`config.mk`:
```
export PLATFORM = sky130hd
export DESIGN_NAME = sgdma_reader
export DESIGN_NICKNAME = d
export VERILOG_FILES = /design/src/rtl/sgdma_pkg.sv /design/src/rtl/sgdma_obuf.sv /design/src/rtl/sgdma_ctrl.sv /design/src/rtl/sgdma_reader.sv
export SDC_FILE = /design/constraint.sdc
export NUM_CORES = 1
export LEC_CHECK = 0
export BUFFER_PORTS_ARGS = -buffer_cell sky130_fd_sc_hd__buf_2
export CAP_MARGIN = 20
export CORE_UTILIZATION = 55
export DETAILED_ROUTE_END_ITERATION = 16
export PLACE_DENSITY_LB_ADDON = 0.12
export SYNTH_ARGS = -nofsm -noshare
export SYNTH_HDL_FRONTEND = slang
export SYNTH_HIERARCHICAL = 1
export SYNTH_SLANG_ARGS = --single-unit
export TNS_END_PERCENT = 1
```
`constraint.sdc`:
```
create_clock -name clk -period 3.7 [get_ports clk]
set_input_delay 0.555 -clock clk [delete_from_list [all_inputs] [get_ports clk]]
set_output_delay 0.555 -clock clk [all_outputs]
set_load 0.005 [all_outputs]
```
`src/rtl/sgdma_pkg.sv`:
```
package sgdma_pkg;
  localparam int WORD_W      = 32;
  localparam int LEN_W       = 16;
  localparam int CTL_EOP_BIT = 31;
  localparam int CTL_SOP_BIT = 30;
  localparam int ST_CPL_BIT  = 31;
  localparam int ST_ERR_BIT  = 30;

  typedef enum logic [2:0] {
    S_IDLE, S_F0, S_F1, S_F2, S_F3, S_STRM, S_WB
  } sg_state_e;
endpackage

```
`src/rtl/sgdma_obuf.sv`:
```
module sgdma_obuf
  import sgdma_pkg::*;
(
  input  logic              clk,
  input  logic              rst_n,
  input  logic              push_i,
  input  logic [WORD_W-1:0] pdata_i,
  input  logic              plast_i,
  input  logic              pop_i,
  output logic              valid_o,
  output logic [WORD_W-1:0] data_o,
  output logic              last_o,
  output logic [1:0]        cnt_o
);
  logic [WORD_W-1:0] slot_d [2];
  logic              slot_l [2];
  logic              wr_q, rd_q, wr_n, rd_n;
  logic [1:0]        cnt_q, cnt_n;

  always_comb begin
    wr_n  = wr_q ^ push_i;
    rd_n  = rd_q ^ pop_i;
    cnt_n = cnt_q + 2'(push_i) - 2'(pop_i);
  end

  always_ff @(posedge clk or negedge rst_n) begin
    if (!rst_n) begin
      wr_q  <= 1'b0;
      rd_q  <= 1'b0;
      cnt_q <= 2'd0;
    end else begin
      wr_q  <= wr_n;
      rd_q  <= rd_n;
      cnt_q <= cnt_n;
    end
  end

  always_ff @(posedge clk) begin
    if (push_i) begin
      slot_d[wr_q] <= pdata_i;
      slot_l[wr_q] <= plast_i;
    end
  end

  assign valid_o = (cnt_q != 2'd0);
  assign data_o  = slot_d[rd_q];
  assign last_o  = valid_o & slot_l[rd_q];
  assign cnt_o   = cnt_q;
endmodule

```
`src/rtl/sgdma_ctrl.sv`:
```
module sgdma_ctrl
  import sgdma_pkg::*;
#(
  parameter int AW        = 10,
  parameter int MERGE_MAX = 4
) (
  input  logic              clk,
  input  logic              rst_n,
  input  logic              start_i,
  input  logic [AW-1:0]     head_i,
  output logic              done_o,
  output logic              mem_en_o,
  output logic              mem_we_o,
  output logic [AW-1:0]     mem_addr_o,
  output logic [WORD_W-1:0] mem_wdata_o,
  input  logic [WORD_W-1:0] mem_rdata_i,
  input  logic [1:0]        ob_cnt_i,
  input  logic              ob_pop_i,
  output logic              push_o,
  output logic              push_last_o
);
  localparam int CW = $clog2(MERGE_MAX + 1);
  localparam int IW = (MERGE_MAX > 1) ? $clog2(MERGE_MAX) : 1;
  localparam int RW = LEN_W + CW;

  sg_state_e       st_q, st_n;
  logic [AW-1:0]   ptr_q, ptr_n, fnx_q, fnx_n, fbuf_q, fbuf_n;
  logic [AW-1:0]   chain_q, chain_n, baddr_q, baddr_n, bend_q, bend_n;
  logic [RW-1:0]   rem_q, rem_n;
  logic [CW-1:0]   ecnt_q, ecnt_n;
  logic [IW-1:0]   wbi_q, wbi_n, ent_idx;
  logic            look_q, look_n, eop_q, eop_n, err_q, err_n;
  logic            pend_q, pend_n, plast_q, plast_n, done_q, done_n;
  logic            ent_we, issue, space;
  logic [2:0]      occ;
  logic [AW-1:0]   ent_ptr [MERGE_MAX];
  logic [LEN_W-1:0] ent_len [MERGE_MAX];
  logic [LEN_W-1:0] d_len;
  logic            d_eop, d_sop, unused_rdata;

  assign d_len        = mem_rdata_i[LEN_W-1:0];
  assign d_eop        = mem_rdata_i[CTL_EOP_BIT];
  assign d_sop        = mem_rdata_i[CTL_SOP_BIT];
  assign unused_rdata = ^mem_rdata_i;
  assign occ          = 3'(ob_cnt_i) + 3'(pend_q);
  assign space        = (occ <= (3'd1 + 3'(ob_pop_i)));

  always_comb begin
    st_n = st_q;   ptr_n = ptr_q;   fnx_n = fnx_q;   fbuf_n = fbuf_q;
    chain_n = chain_q; baddr_n = baddr_q; bend_n = bend_q; rem_n = rem_q;
    ecnt_n = ecnt_q; wbi_n = wbi_q; look_n = look_q; eop_n = eop_q;
    err_n = err_q; plast_n = plast_q; done_n = done_q;
    mem_en_o = 1'b0; mem_we_o = 1'b0; mem_addr_o = ptr_q; mem_wdata_o = '0;
    ent_we = 1'b0; ent_idx = IW'(ecnt_q); issue = 1'b0;
    unique case (st_q)
      S_IDLE: if (start_i) begin
        ptr_n = head_i; done_n = 1'b0; err_n = 1'b0; look_n = 1'b0; st_n = S_F0;
      end
      S_F0: begin mem_en_o = 1'b1; mem_addr_o = ptr_q; st_n = S_F1; end
      S_F1: begin
        mem_en_o = 1'b1; mem_addr_o = ptr_q + AW'(1);
        fnx_n = mem_rdata_i[AW-1:0]; st_n = S_F2;
      end
      S_F2: begin
        mem_en_o = 1'b1; mem_addr_o = ptr_q + AW'(2);
        fbuf_n = mem_rdata_i[AW-1:0]; st_n = S_F3;
      end
      S_F3: begin
        if (!look_q) begin
          ent_we = 1'b1; ent_idx = '0; ecnt_n = CW'(1); chain_n = fnx_q;
          baddr_n = fbuf_q; bend_n = fbuf_q + AW'(d_len);
          rem_n = RW'(d_len); eop_n = d_eop;
          if (d_len == '0) begin
            err_n = 1'b1; wbi_n = '0; st_n = S_WB;
          end else if (!d_eop && fnx_q != '0 && MERGE_MAX > 1) begin
            look_n = 1'b1; ptr_n = fnx_q; st_n = S_F0;
          end else begin
            st_n = S_STRM;
          end
        end else if (fbuf_q == bend_q && d_len != '0 && !d_sop) begin
          ent_we = 1'b1; ecnt_n = ecnt_q + CW'(1); chain_n = fnx_q;
          bend_n = bend_q + AW'(d_len); rem_n = rem_q + RW'(d_len); eop_n = d_eop;
          if (!d_eop && fnx_q != '0 && (ecnt_q + CW'(1)) < CW'(MERGE_MAX)) begin
            ptr_n = fnx_q; st_n = S_F0;
          end else begin
            look_n = 1'b0; st_n = S_STRM;
          end
        end else begin
          look_n = 1'b0; st_n = S_STRM;
        end
      end
      S_STRM: begin
        if (rem_q != '0 && space) begin
          issue = 1'b1; mem_en_o = 1'b1; mem_addr_o = baddr_q;
          baddr_n = baddr_q + AW'(1); rem_n = rem_q - RW'(1);
          plast_n = eop_q && (rem_q == RW'(1));
        end else if (rem_q == '0 && !pend_q && ob_cnt_i == 2'd0) begin
          wbi_n = '0; st_n = S_WB;
        end
      end
      S_WB: begin
        mem_en_o = 1'b1; mem_we_o = 1'b1;
        mem_addr_o = ent_ptr[wbi_q] + AW'(3);
        if (err_q) mem_wdata_o[ST_ERR_BIT] = 1'b1;
        else begin
          mem_wdata_o[ST_CPL_BIT]  = 1'b1;
          mem_wdata_o[LEN_W-1:0]   = ent_len[wbi_q];
        end
        wbi_n = wbi_q + IW'(1);
        if ((CW'(wbi_q) + CW'(1)) == ecnt_q) begin
          if (err_q || chain_q == '0) begin
            done_n = 1'b1; st_n = S_IDLE;
          end else begin
            ptr_n = chain_q; st_n = S_F0;
          end
        end
      end
      default: st_n = S_IDLE;
    endcase
    pend_n = issue;
  end

  always_ff @(posedge clk or negedge rst_n) begin
    if (!rst_n) begin
      st_q <= S_IDLE; ptr_q <= '0; fnx_q <= '0; fbuf_q <= '0; chain_q <= '0;
      baddr_q <= '0; bend_q <= '0; rem_q <= '0; ecnt_q <= '0; wbi_q <= '0;
      look_q <= 1'b0; eop_q <= 1'b0; err_q <= 1'b0; pend_q <= 1'b0;
      plast_q <= 1'b0; done_q <= 1'b0;
    end else begin
      st_q <= st_n; ptr_q <= ptr_n; fnx_q <= fnx_n; fbuf_q <= fbuf_n;
      chain_q <= chain_n; baddr_q <= baddr_n; bend_q <= bend_n; rem_q <= rem_n;
      ecnt_q <= ecnt_n; wbi_q <= wbi_n; look_q <= look_n; eop_q <= eop_n;
      err_q <= err_n; pend_q <= pend_n; plast_q <= plast_n; done_q <= done_n;
    end
  end

  always_ff @(posedge clk) begin
    if (ent_we) begin
      ent_ptr[ent_idx] <= ptr_q;
      ent_len[ent_idx] <= d_len;
    end
  end

  assign push_o      = pend_q;
  assign push_last_o = plast_q;
  assign done_o      = done_q;
endmodule

```
`src/rtl/sgdma_reader.sv`:
```
module sgdma_reader
  import sgdma_pkg::*;
#(
  parameter int AW        = 10,
  parameter int MERGE_MAX = 4
) (
  input  logic          clk,
  input  logic          rst_n,
  input  logic          start_i,
  input  logic [AW-1:0] head_i,
  output logic          done_o,
  output logic          mem_en_o,
  output logic          mem_we_o,
  output logic [AW-1:0] mem_addr_o,
  output logic [31:0]   mem_wdata_o,
  input  logic [31:0]   mem_rdata_i,
  output logic          m_tvalid_o,
  input  logic          m_tready_i,
  output logic [31:0]   m_tdata_o,
  output logic          m_tlast_o
);
  logic       rst_q1, rst_s;
  logic       pop, push, push_last;
  logic [1:0] ob_cnt;

  always_ff @(posedge clk or negedge rst_n) begin
    if (!rst_n) begin
      rst_q1 <= 1'b0;
      rst_s  <= 1'b0;
    end else begin
      rst_q1 <= 1'b1;
      rst_s  <= rst_q1;
    end
  end

  assign pop = m_tvalid_o & m_tready_i;

  sgdma_ctrl #(.AW(AW), .MERGE_MAX(MERGE_MAX)) u_ctrl (
    .clk(clk), .rst_n(rst_s), .start_i(start_i), .head_i(head_i),
    .done_o(done_o), .mem_en_o(mem_en_o), .mem_we_o(mem_we_o),
    .mem_addr_o(mem_addr_o), .mem_wdata_o(mem_wdata_o),
    .mem_rdata_i(mem_rdata_i), .ob_cnt_i(ob_cnt), .ob_pop_i(pop),
    .push_o(push), .push_last_o(push_last)
  );

  sgdma_obuf u_obuf (
    .clk(clk), .rst_n(rst_s), .push_i(push), .pdata_i(mem_rdata_i),
    .plast_i(push_last), .pop_i(pop), .valid_o(m_tvalid_o),
    .data_o(m_tdata_o), .last_o(m_tlast_o), .cnt_o(ob_cnt)
  );
endmodule

```
======== Word-level counts from Yosys, hierarchy flattened ========
Memory sizes are Yosys's and may differ from the RTL's.
Cells that the tools add are included.
storage, ports and cells
  register bits after elaboration ......... 99
  bits in latches ......................... 0
  RAM bits ................................ 170
  bits in read-only memories .............. 0
  input port bits ......................... 46
  output and inout port bits .............. 79
  logic and storage cells ................. 179
  memories ................................ 4
memory list
  memory          words  width  read ports  clocked after Yosys merged registers in  wr ports  line              text
  u_ctrl.ent_len  4      16     1           0                                        1         sgdma_ctrl.sv:37  logic [LEN_W-1:0] ent_len [MERGE_MAX];
  u_obuf.slot_d   2      32     1           0                                        1         sgdma_obuf.sv:15  logic [WORD_W-1:0] slot_d [2];
  u_ctrl.ent_ptr  4      10     1           0                                        1         sgdma_ctrl.sv:36  logic [AW-1:0] ent_ptr [MERGE_MAX];
  u_obuf.slot_l   2      1      1           0                                        1         sgdma_obuf.sv:16  logic slot_l [2];
cells by class
  add/sub/neg operators ................... 15
  multipliers ............................. 0
  divide/modulo/power cells ............... 0
  $lt $le $gt $ge ......................... 2
  equal/unequal tests ..................... 23
  shift-type cells ........................ 0
  mux-type cells .......................... 73
  bitwise logic cells ..................... 4
  reduce and logical (&&, ||, !) cells .... 37
operator list
  operator                                            count
  two-way mux 10 bit                                  15
  two-way mux 19 bit                                  3
  one-hot mux 10 bit (4 select lines)                 1
  one-hot mux 19 bit (2 select lines)                 1
  two-way mux 3 bit                                   11
  two-way mux 16 bit                                  2
  one-hot mux 10 bit (3 select lines)                 1
  two-way mux 1 bit                                   25
  one-hot mux 3 bit (7 select lines)                  1
  adder 10 x 1 -> 10 bit, second input constant       2
  adder 10 bit                                        2
  adder 10 x 2 -> 10 bit, second input constant       2
  one-hot mux 10 bit (2 select lines)                 1
  adder 19 x 16 -> 19 bit                             1
  == test 19 x 1 -> 1 bit, second input constant      1
  zero test 19 bit                                    1
  nonzero test 19 bit                                 1
  subtractor 19 x 1 -> 19 bit, second input constant  1
  zero test 16 bit                                    1
  nonzero test 16 bit                                 1
  two-way mux 2 bit                                   7
  AND reduction 4 bit                                 3
  == test 10 bit                                      1
  zero test 10 bit                                    1
  35 further kinds                                    68

======== Longest topological paths before layout ========
  depth after elaboration ................. 8
  depth in mapped cells ................... 13

======== Hierarchy ========
Netlist, hierarchy kept.
by module, submodules not included
  module        times used  cells an instance  area an instance (µm²)  sequential area each (µm²)
  sgdma_ctrl    1           988                11104.4                 5450.2
  sgdma_obuf    1           121                2731.4                  2082.0
  sgdma_reader  1           4                  60.1                    50.0

======== Worst setup path after synthesis ========
Ideal clock, no wire load.
  kind .................................... flip-flop to flip-flop
  from .................................... reg u_ctrl.fbuf_q[6]
  to ...................................... mem u_ctrl.ent_len[2][0] (enable)
  setup time .............................. 0.442 ns
  arrival ................................. 3.249 ns
  path slack .............................. 0.010 ns
  cell stages (with the launch flop) ...... 7
  buffers on the path ..................... 0
  cells stage by stage .................... dfrtp_1 > xor2_1 > nor4_1 > nand3_1 > nor4_1 > nand3_1 > nor3_1
on the way
  word-level cells in the longest chain between the ends .. 8
RTL lines
  element                                  line               text
  start: declaration                       sgdma_ctrl.sv:27   logic [AW-1:0] ptr_q, ptr_n, fnx_q, fnx_n, fbuf_q, fbuf_n;
  start signal: assignment                 sgdma_ctrl.sv:130  st_q <= st_n; ptr_q <= ptr_n; fnx_q <= fnx_n; fbuf_q <= fbuf_n;
  == test 10 bit                           sgdma_ctrl.sv:80   end else if (fbuf_q == bend_q && d_len != '0 && !d_sop) begin
  logical AND 1 bit (2 in a row)           sgdma_ctrl.sv:80
  two-way mux 1 bit                        sgdma_ctrl.sv:80
  two-way mux 1 bit                        sgdma_ctrl.sv:69   if (!look_q) begin
  two-way mux 1 bit                        sgdma_ctrl.sv:55   unique case (st_q)
  two-way mux 1 bit                        sgdma_ctrl.sv:138  if (ent_we) begin
  two-way mux 1 bit (implied by the code)  sgdma_ctrl.sv:140  ent_len[ent_idx] <= d_len;
  end: declaration                         sgdma_ctrl.sv:37
Every way passes these cells.

======== Final worst setup path ========
  from .................................... reg u_obuf.cnt_q[0] (netlist: u_obuf/cnt_o[0])
  to ...................................... out mem_addr_o[3]
on the way
  word-level cells in the longest chain between the ends .. 7
  elaborated cells on any way between the ends .. 8
  classes of those cells .................. add/sub (2); order compare (1); mux (2); bitwise (1); reduce/logical (2)
RTL lines
  element                              line                text
  start: declaration                   sgdma_obuf.sv:18    logic [1:0] cnt_q, cnt_n;
  start signal: assignment             sgdma_obuf.sv:34    cnt_q <= cnt_n;
  nonzero test 2 bit                   sgdma_obuf.sv:45    assign valid_o = (cnt_q != 2'd0);
  AND 1 bit                            sgdma_reader.sv:36  assign pop = m_tvalid_o & m_tready_i;
  named net pop                        sgdma_reader.sv:23  logic pop, push, push_last;
  adder 1 x 1 -> 2 bit                 sgdma_ctrl.sv:46    assign space = (occ <= (3'd1 + 3'(ob_pop_i)));
  <= comparator 3 bit                  sgdma_ctrl.sv:46
  logical AND 1 bit                    sgdma_ctrl.sv:93    if (rem_q != '0 && space) begin
  two-way mux 10 bit                   sgdma_ctrl.sv:93
  one-hot mux 10 bit (4 select lines)  sgdma_ctrl.sv:55
  end: declaration                     sgdma_reader.sv:14  output logic [AW-1:0] mem_addr_o,
The timed path passes the listed nets, and every way through them passes these cells.

==> impl_results.md <==
* CP endpoint kind: output port
* Ys Warns at 6
* Post-synthesis xor/xnor area fraction at 0.02899
* Layout net count at 1350
* Design Area, Final at 16030 um2
* Lkg Pwr at 6.404 nW
* Post-synth EDFFs at 170
* Core Rows at 57
* Clock Latency Late Sink at 0.55 ns
* Antenna viol nets, final at 0
* Startpoint types: flop
* Top cell type's share of synthesized area at 0.3674
* Cell Area, Synth at 13900 um2
* Commonest non-fill, non-tap cells in the layout: 170 x edfxtp_1, 110 x buf_2, 95 x dfrtp_1, 82 x o21ai_0, 69 x nand2_1
* Pins Over Slew Limit at 0
* Global route overflow at 0
* Reg clk slew, reported paths at 0.06 ns
* Status: finished with violations
* Slew headroom at 0.2654
* Commonest non-fill, non-tap cell in the layout: edfxtp_1
* Endpoints failing hold at 0
* Fmax at 268.9 MHz
* CTS tree: done
* Worst Tran Pin Value at 1.098 ns
* Worst-path maximum fanout at 7
* HP Class: in -> reg
* Initial Util at 0.5664
* Sequential fraction of the synthesis area at 0.5457
* Distinct cells, synth at 79
* Vias at 9648
* IO buf count at 110
* Die area at 25900 um2
* CTS sink cnt at 269
* First-pass GRT wire length at 53630 um
* Int Pwr at 8.118 mW
* TNS Setup at -0.01939 ns
* Synth Area in Adders at 0.04124
* Layout cell share with drive strength beyond 1 at 0.2756
* Fin crit period at 3.719 ns
* CTS buffer count at 28
* Layout area overhead at 15.37%
* Pre-Repair DR Iteration Count at 5
* Initial antenna violation count at 3
* RSZ-0062 raised after global routing: yes
* Main combinational cell family by area after synthesis: multiplexers
* Max-Cap Viols at 0
* Final setup margin at -0.01939 ns
* Synth area leader: edfxtp_1
* Compound-cell area share of the yosys netlist at 0.1085
* Ys async rst share at 0.3680
* Peak VDD IR at 0.4545 mV
* Htree depth at 1
* DP Area at 14930 um2
* Clk_skew at 0.02735 ns
* WP data arrival at 3.16 ns
* Fillers at 1885
* Vias per inst at 6.011
* Routed wire per std cell at 21.41 um
* Die Height at 161.0 um
* Iter 0 DRT Violations at 900
* Core area at 24530 um2
* Failing checks: negative setup slack
* Mapped Cells at 1113
* Vias in the first global route at 9441
* Layout Utilization at 0.6535
* Drt drc at 0
* Hold_ws at 0.2103 ns
* Top FF cell, synth: edfxtp_1
* Pin count of the biggest net entering global routing at 52
* # setup viols final at 1
* Post-synthesis sequential element count at 269
* Fin crit share at 1.005
* GRT Util Overall at 0.2698
* Sw power at 4.660 mW
* Worst endpoint required time at 3.14 ns
* # diodes at 0
* DIE WIDTH at 161.0 um
* Post-DP HPWL at 23470 um
* Clock Path Buffers at 3
* Root buffer cell: clkbuf_16
* Pre-CTS setup slack at 0.1285 ns
* Simple-Gate Fraction of Synth Area at 0.1040
* PD cells at 797.0 nW/um2
* Reg power frac at 0.370
* Top post-synthesis cells by area: edfxtp_1 37%, dfrtp_1 18%, mux2_2 4.5%
* Crit path kind: reg -> out
* Syn Area/Cell at 12.49 um2
* Clk pwr share at 0.232
* Drt total wl at 34370 um
* GP Congestion at 0.9223
* Comb pwr share at 0.398
* Sw Ratio at 0.3647
* Multiplexer share of the synthesized area at 0.1337
* Ports at 125
layout make-up:
cell class | count | area [um2] | share of cell area
clock inverters | 21 | 245.2 | 0.01530
repair buffers | 168 | 1042 | 0.06501
well taps | 324 | 405.4 | 0.02529
multi-input cells | 759 | 5892 | 0.3675
flip-flops and latches | 269 | 7590 | 0.4734
inverters | 34 | 127.6 | 0.007961
clock buffers | 30 | 729.5 | 0.04550
flip-flops by register name, indices dropped and copies added (netlist names), 19 cells and up:
register	cells
u_ctrl/rem_q	19
u_ctrl/ent_len	64
u_obuf/slot_d	64
u_ctrl/ent_ptr	40
worst paths after layout:
path / slack (ns) / end / startpoint / depth (start not counted)
min: 0.21 / u_obuf/slot_d[0][27] / mem_rdata_i[27] / 1
max reg2reg: 0.30 / u_ctrl/rem_q[4] / u_obuf/cnt_o[0] / 12
min reg2reg: 0.35 / rst_s / rst_q1 / 0
max in group asynchronous: 2.49 / u_ctrl/fbuf_q[3] / rst_s / 1
max: -0.02 / mem_addr_o[3] / u_obuf/cnt_o[0] / 12
min in group asynchronous: 0.34 / rst_s / rst_n / 2
metrics by stage:
stage / total power [mW] / instances
floorplan: 8.222 / 1126
global placement: 9.547 / 1544
detailed placement: 9.652 / 1544
CTS: 12.74 / 1603
global route: 13.53 / 1605
finish: 12.78 / 1605
power groups by stage:
stage / combinational [mW] / sequential [mW] / clock (mW)
final: 5.09 / 4.73 / 2.96
after global routing: 5.60 / 4.82 / 3.12
after CTS: 5.04 / 4.71 / 3.00
after detailed placement: 4.89 / 4.76 / 0
after global placement: 4.80 / 4.74 / 0
after floorplan: 3.87 / 4.36 / 0
cells in the mapped netlist, types with 4 or more instances:
cell,n
nor4_1,18
buf_4,18
o21ai_1,4
nor2_1,63
nor2b_1,27
o31ai_1,6
nand2_1,69
a31oi_1,13
o22ai_1,6
o22a_1,4
mux2_2,55
mux2_4,28
a221oi_1,4
mux2i_1,21
buf_1,5
xnor2_1,16
a22o_1,9
nand4_1,4
a21oi_1,55
or4_1,4
o211ai_1,10
nand3_1,19
inv_1,33
nand2b_1,8
clkbuf_1,25
mux4_2,26
or3_1,4
buf_2,10
o21ai_0,82
nor3b_1,7
dfrtp_1,99
edfxtp_1,170
nand3b_1,4
nor3_1,26
ha_1,41
and3_1,11
xor2_1,30
a21o_1,6
or2_2,4
and2_1,6
logic make-up after synthesis:
logic type,Yosys count
other cells,2
xor+xnor,46
simple gates,284
buf+inv,98
mux,132
fa+ha+maj,44
flops,269
compound gates,238
metal layers:
layer / track usage / wire length (um)
met1: 0.3842 / 14870
met2: 0.4257 / 15900
met3: 0.04184 / 2582
met4: 0.08748 / 1010
met5: 0 / 0
repair_timing:
item / 4_1_cts / 5_1_grt
setup endpoints to repair: 10 / 10
pin swaps: 6 / 3
setup buffers: 7 / 2
hold buffers: 1 / 0
endpoints found under the hold margin: 2 / 0
cloned: 0 / 0
resized for setup: 8 / 3
critical path: stages, from the launching register on:
cell and delay (ns):
dfrtp_1 0.41, nor2_2 0.10, inv_1 0.06, and2_4 0.14
fa_1 0.45, o31a_1 0.26, a21oi_2 0.18, a31oi_4 0.08
and2_4 0.19, buf_6 0.13, a222oi_1 0.38, o21ai_1 0.11
buf_2 0.14
Power figures use the tool's default switching activity.
